===== config.mk =====
export PLATFORM = sky130hd
export DESIGN_NAME = wdg_keyed_top
export DESIGN_NICKNAME = d
export VERILOG_FILES = /design/src/rtl/wdg_pkg.sv /design/src/rtl/wdg_unlock_fsm.sv /design/src/rtl/wdg_prot_regs.sv /design/src/rtl/wdg_core.sv /design/src/rtl/wdg_keyed_top.sv
export SDC_FILE = /design/constraint.sdc
export NUM_CORES = 1
export LEC_CHECK = 0
export ABC_CLOCK_PERIOD_IN_PS = 3100
export BUFFER_PORTS_ARGS = -buffer_cell sky130_fd_sc_hd__clkbuf_2
export CELL_PAD_IN_SITES_DETAIL_PLACEMENT = 0
export CELL_PAD_IN_SITES_GLOBAL_PLACEMENT = 1
export CORE_ASPECT_RATIO = 0.8
export CORE_MARGIN = 5
export CORE_UTILIZATION = 43
export CTS_BUF_LIST = sky130_fd_sc_hd__clkbuf_16
export DETAILED_ROUTE_END_ITERATION = 6
export PLACE_DENSITY_LB_ADDON = 0.1
export SYNTH_ARGS = -nofsm -noshare
export SYNTH_HDL_FRONTEND = slang
export SYNTH_SLANG_ARGS = --single-unit

===== constraint.sdc =====
create_clock -name clk -period 3.1 [get_ports clk]
set_clock_uncertainty 0.05 [all_clocks]
set_input_delay 0.62 -clock clk [delete_from_list [all_inputs] [get_ports clk]]
set_output_delay 0.62 -clock clk [all_outputs]
set_load 0.01 [all_outputs]

===== src/rtl/wdg_pkg.sv =====
package wdg_pkg;

    localparam int ADDR_W = 3;

    localparam logic [ADDR_W-1:0] IDX_KEY1  = 3'd0;
    localparam logic [ADDR_W-1:0] IDX_KEY2  = 3'd1;
    localparam logic [ADDR_W-1:0] IDX_LIMIT = 3'd2;
    localparam logic [ADDR_W-1:0] IDX_CTRL  = 3'd3;
    localparam logic [ADDR_W-1:0] IDX_FLAG  = 3'd4;
    localparam logic [ADDR_W-1:0] IDX_ACK   = 3'd5;
    localparam logic [ADDR_W-1:0] IDX_COUNT = 3'd6;

    typedef enum logic [1:0] {
        LK_LOCKED    = 2'd0,
        LK_HALF_OPEN = 2'd1,
        LK_OPEN      = 2'd2
    } lock_state_t;

    typedef struct packed {
        logic rst_en;
        logic cnt_en;
    } wdg_ctrl_t;

endpackage


===== src/rtl/wdg_unlock_fsm.sv =====
module wdg_unlock_fsm
    import wdg_pkg::*;
#(
    parameter int          DATA_W = 32,
    parameter logic [15:0] KEY1   = 16'hBABA,
    parameter logic [15:0] KEY2   = 16'hEB10
) (
    input  logic                 clk,
    input  logic                 rst_n,
    input  logic                 wr_stb,
    input  logic [ADDR_W-1:0]    wr_addr,
    input  logic [DATA_W-1:0]    wr_data,
    output lock_state_t          state_q,
    output logic                 grant
);

    localparam logic [DATA_W-1:0] KEY1_W = DATA_W'(KEY1);
    localparam logic [DATA_W-1:0] KEY2_W = DATA_W'(KEY2);

    lock_state_t state_d;
    logic        key1_hit;
    logic        key2_hit;

    assign key1_hit = (wr_addr == IDX_KEY1) && (wr_data == KEY1_W);
    assign key2_hit = (wr_addr == IDX_KEY2) && (wr_data == KEY2_W);

    // State register
    always_ff @(posedge clk or negedge rst_n) begin
        if (!rst_n) begin
            state_q <= LK_LOCKED;
        end else begin
            state_q <= state_d;
        end
    end

    // Next state: every write moves the machine, reads never do
    always_comb begin
        state_d = state_q;
        if (wr_stb) begin
            unique case (state_q)
                LK_LOCKED:    state_d = key1_hit ? LK_HALF_OPEN : LK_LOCKED;
                LK_HALF_OPEN: state_d = key2_hit ? LK_OPEN : LK_LOCKED;
                LK_OPEN:      state_d = LK_LOCKED;
                default:      state_d = LK_LOCKED;
            endcase
        end
    end

    // Outputs: a write is granted only while the gate is open
    always_comb begin
        grant = 1'b0;
        unique case (state_q)
            LK_OPEN:      grant = wr_stb;
            LK_LOCKED,
            LK_HALF_OPEN: grant = 1'b0;
            default:      grant = 1'b0;
        endcase
    end

endmodule


===== src/rtl/wdg_prot_regs.sv =====
module wdg_prot_regs
    import wdg_pkg::*;
#(
    parameter int               DATA_W    = 32,
    parameter int               CNT_W     = 32,
    parameter logic [CNT_W-1:0] LIMIT_RST = '1
) (
    input  logic              clk,
    input  logic              rst_n,
    input  logic              grant,
    input  logic [ADDR_W-1:0] wr_addr,
    input  logic [DATA_W-1:0] wr_data,
    output logic [CNT_W-1:0]  limit_q,
    output wdg_ctrl_t         ctrl_q,
    output logic              clr_req
);

    logic wr_limit;
    logic wr_ctrl;

    assign wr_limit = grant && (wr_addr == IDX_LIMIT);
    assign wr_ctrl  = grant && (wr_addr == IDX_CTRL);

    // Status clear: zero in bit 0 at the flag index, or one at the ack index
    always_comb begin
        clr_req = 1'b0;
        if (grant) begin
            if (wr_addr == IDX_FLAG) begin
                clr_req = ~wr_data[0];
            end else if (wr_addr == IDX_ACK) begin
                clr_req = wr_data[0];
            end
        end
    end

    always_ff @(posedge clk or negedge rst_n) begin
        if (!rst_n) begin
            limit_q <= LIMIT_RST;
            ctrl_q  <= '0;
        end else begin
            if (wr_limit) begin
                limit_q <= wr_data[CNT_W-1:0];
            end
            if (wr_ctrl) begin
                ctrl_q <= wdg_ctrl_t'(wr_data[1:0]);
            end
        end
    end

endmodule


===== src/rtl/wdg_core.sv =====
module wdg_core
    import wdg_pkg::*;
#(
    parameter int CNT_W = 32
) (
    input  logic             clk,
    input  logic             rst_n,
    input  wdg_ctrl_t        ctrl,
    input  logic [CNT_W-1:0] limit,
    input  logic             clr_req,
    output logic [CNT_W-1:0] count_q,
    output logic             status_q,
    output logic             pulse_q
);

    logic running;
    logic hit;

    assign running = ctrl.cnt_en && !status_q;
    assign hit     = running && (count_q >= limit);

    always_ff @(posedge clk or negedge rst_n) begin
        if (!rst_n) begin
            count_q  <= '0;
            status_q <= 1'b0;
            pulse_q  <= 1'b0;
        end else begin
            pulse_q <= hit && ctrl.rst_en;
            if (hit) begin
                count_q  <= '0;
                status_q <= 1'b1;
            end else begin
                if (running) begin
                    count_q <= count_q + CNT_W'(1);
                end
                if (clr_req) begin
                    status_q <= 1'b0;
                end
            end
        end
    end

endmodule


===== src/rtl/wdg_keyed_top.sv =====
module wdg_keyed_top
    import wdg_pkg::*;
#(
    parameter int          DATA_W = 32,
    parameter int          CNT_W  = 32,
    parameter logic [15:0] KEY1   = 16'hBABA,
    parameter logic [15:0] KEY2   = 16'hEB10
) (
    input  logic              clk,
    input  logic              rst_n,
    input  logic              bus_we,
    input  logic [2:0]        bus_addr,
    input  logic [DATA_W-1:0] bus_wdata,
    output logic [DATA_W-1:0] bus_rdata,
    output logic              wd_rst_pulse,
    output logic              wd_irq
);

    lock_state_t      lk_state;
    logic             grant;
    logic [CNT_W-1:0] limit_q;
    wdg_ctrl_t        ctrl_q;
    logic             clr_req;
    logic [CNT_W-1:0] count_q;
    logic             status_q;

    wdg_unlock_fsm #(
        .DATA_W (DATA_W),
        .KEY1   (KEY1),
        .KEY2   (KEY2)
    ) u_gate (
        .clk     (clk),
        .rst_n   (rst_n),
        .wr_stb  (bus_we),
        .wr_addr (bus_addr),
        .wr_data (bus_wdata),
        .state_q (lk_state),
        .grant   (grant)
    );

    wdg_prot_regs #(
        .DATA_W (DATA_W),
        .CNT_W  (CNT_W)
    ) u_regs (
        .clk     (clk),
        .rst_n   (rst_n),
        .grant   (grant),
        .wr_addr (bus_addr),
        .wr_data (bus_wdata),
        .limit_q (limit_q),
        .ctrl_q  (ctrl_q),
        .clr_req (clr_req)
    );

    wdg_core #(
        .CNT_W (CNT_W)
    ) u_core (
        .clk      (clk),
        .rst_n    (rst_n),
        .ctrl     (ctrl_q),
        .limit    (limit_q),
        .clr_req  (clr_req),
        .count_q  (count_q),
        .status_q (status_q),
        .pulse_q  (wd_rst_pulse)
    );

    assign wd_irq = status_q;

    always_comb begin
        bus_rdata = '0;
        unique case (bus_addr)
            IDX_LIMIT: bus_rdata = DATA_W'(limit_q);
            IDX_CTRL:  bus_rdata = DATA_W'(ctrl_q);
            IDX_FLAG:  bus_rdata = DATA_W'(status_q);
            IDX_COUNT: bus_rdata = DATA_W'(count_q);
            default:   bus_rdata = '0;
        endcase
    end

endmodule


==> qor.txt <==
die width: 122 um
largest net degree at the start of global routing: 71
residual DRC count: 0
fin crit period: 2.90 ns
Die H: 99.9 um
met2 global-route usage: 0.286
DR pass1 iterations: 5
post-synth top area share: 0.219
Total Wirelength: 12.3 mm
I/O Buffers: 71
met1 Use GR: 0.344
number of diodes: 0
most frequent cells in the layout: nand2_1 (86), o21ai_0 (73), clkbuf_2 (70)
synth top area cells: dfrtp_1 (22%), dfstp_2 (19%), ha_1 (9.5%)
most common library cell in the layout ignoring fill and taps: nand2_1
vias per cell: 5.37
row cnt: 32
outcome: finished clean
Skew-Pair Late Insertion Delay: 0.34 ns
clk slew on worst S/H paths: 0.06 ns
Achievable Freq: 0.345 GHz
Sinks on Clock Net: 70
Primary FF master, synth: dfrtp_1
DP Wirelength: 9.43 mm
Synthesized Nets: 575
final hold violations: 0
FFs w/ async S/R, synth: 1.00
Worst Tran Pin Value: 0.907 ns
post-route antenna net violation count: 0
CP max stage cell: inv_1
CTS tree: done
vias in the first global route: 3,848
die area: 12,200 um^2
CP cell instances: clkbuf_2 > nor2b_1 > nor2b_1 > inv_1 > buf_4 > o21ai_0 > clkbuf_2
worst stage delay on the critical path: 0.28 ns
Req. time, crit path: 2.43 ns
Crit Path Max Fanout: 17
Seq/Total Area, Yosys: 0.413
routing usage on met3: 0.0552
post-synth top area cell: dfrtp_1
CTS root buffer: clkbuf_16
Final TNS setup: 0 ns
area grow syn2layout: 21.8%
1st-iter DRT viols: 275
initial antenna violation count: 0
crit path kind: in -> out
Power Dens Cells: 451 nW/um^2
total setup buffers inserted after CTS: 0
Worst setup SP type: input pin
Final nets: 655
wire per inst: 17.0 um
setup violators final: 0
static leakage: 0.00272 uW
Tot GR Track Use: 0.215
Unique masters post-synth: 52
Max-cap violations: 0
worst hold path type: in -> async
Ports: 72
Longest Clk Path Bufs: 2
cell area after synthesis: 4340 um^2
Core ar.: 9770 um^2
EDFF count, synth: 0
CTS HTree Levels: 3
Avg Inst Size Synth: 8.62 um^2
Gates resized, CTS repair: 0
Max-Slew Margin vs Limit: 0.395
Initial Util: 0.445
Min Hold Slack: 0.439 ns
Hold Buf Count CTS: 0
GPL Wtd Cong: 0.836
GR Overflow Total: 0
register bit total from synthesis: 70
Worst setup EP type: output port
Crit path arrival time: 2.23 ns
share of cells above drive strength 1: 0.260
Worst VDD drop: 259 uV
via count: 3,892
wire length of the first global-routing pass: 20.4 mm
RSZ-0062 raised after global routing: no
Num CTS Buffers: 9
Synth Warn #: 0
fin crit share: 0.934
Slew Limit Fails: 0
Mapped Cells: 504
GR peak layer: met1
[registers in the layout, summed over array words and instances, names as in the netlist]
name and flops:
u_core.count_q 32, u_regs.limit_q 32, u_gate.state_q 2, u_regs.ctrl_q 2
u_core.pulse_q 1, u_core.status_q 1
[synth_stat cells (all sizes together) (2+ instances only)]
library cell	number
nand2	86
o21ai	74
inv	39
dfrtp	38
ha	33
nor2	33
dfstp	32
nand3	20
nand4	16
xor2	16
clkbuf	15
a21oi	14
a21o	9
nor3	6
xnor2	6
and3	5
nor4	5
buf	4
mux2	4
nand2b	4
a211oi	3
and2	3
nor2b	3
nor4b	3
or3	3
or4	3
a221oi	2
and4	2
mux2i	2
nand3b	2
o22ai	2
o2bb2ai	2
o31ai	2
or2	2
or4b	2
[metrics by stage]
step,power [uW],util,cells,setup WS (ns),cell area (um^2)
floorplan,1100,-,504,0.699,4340
global placement,1220,0.507,709,0.177,4950
detailed placement,1220,0.507,709,0.211,4950
CTS,2410,0.541,725,0.205,5290
global route,2480,0.541,725,0.00738,5290
finish,2390,0.541,725,0.205,5290
[area by class of cell]
cell class                      count  area (um^2)
Clock buffer                        9          225
Clock inverter                      7          113
Fill cell                         937         4480
Inverter                           39          146
Multi-Input combinational cell    376         2340
Sequential cell                    70         1790
Tap cell                          136          170
Timing Repair Buffer               88          508
[critical path, delay by kind of cell]
family | cells | cell delay, ns
AO/OA/AOI/OAI | 1 | 0.28
AND/OR/NAND/NOR | 2 | 0.42
buffers and inverters | 4 | 0.90
[routing by layer]
| metal | part of all wire | wire length (um) |
|---|---|---|
| met3 | 0.066 | 814 |
| met5 | 0 | 0 |
| met1 | 0.54 | 6610 |
| met2 | 0.39 | 4770 |
| met4 | 0.0085 | 104 |
[final timing paths]
path                                    from                 end  slack, ns  cells after the start
min in group clk                bus_wdata[2]   u_regs.limit_q[2]       0.44                      3
min                                    rst_n    u_regs.ctrl_q[0]       0.44                      2
min reg2reg                u_gate.state_q[0]   u_gate.state_q[0]       0.46                      1
max                              bus_addr[1]       bus_rdata[15]       0.20                      7
max in group asynchronous              rst_n  u_core.count_q[29]       1.97                      2
max reg2reg                u_regs.limit_q[6]  u_core.count_q[31]       0.37                     10
[power breakdown]
group          internal (uW)  leakage [uW]  switching (uW)
clock                    781      0.000167             401
sequential               955      0.000860            23.6
combinational           85.7       0.00170             141
[logic make-up after synthesis]
kind of cell | Yosys count | share of synthesized area
flip-flops | 70 | 0.413
adder cells (fa/ha/maj) | 33 | 0.0951
multiplexers | 6 | 0.0150
AND/OR/NAND/NOR | 200 | 0.230
AO/OA/AOI/OAI | 115 | 0.150
XOR/XNOR | 22 | 0.0444
buffers and inverters | 58 | 0.0527
(Power assumes the default switching activity.)
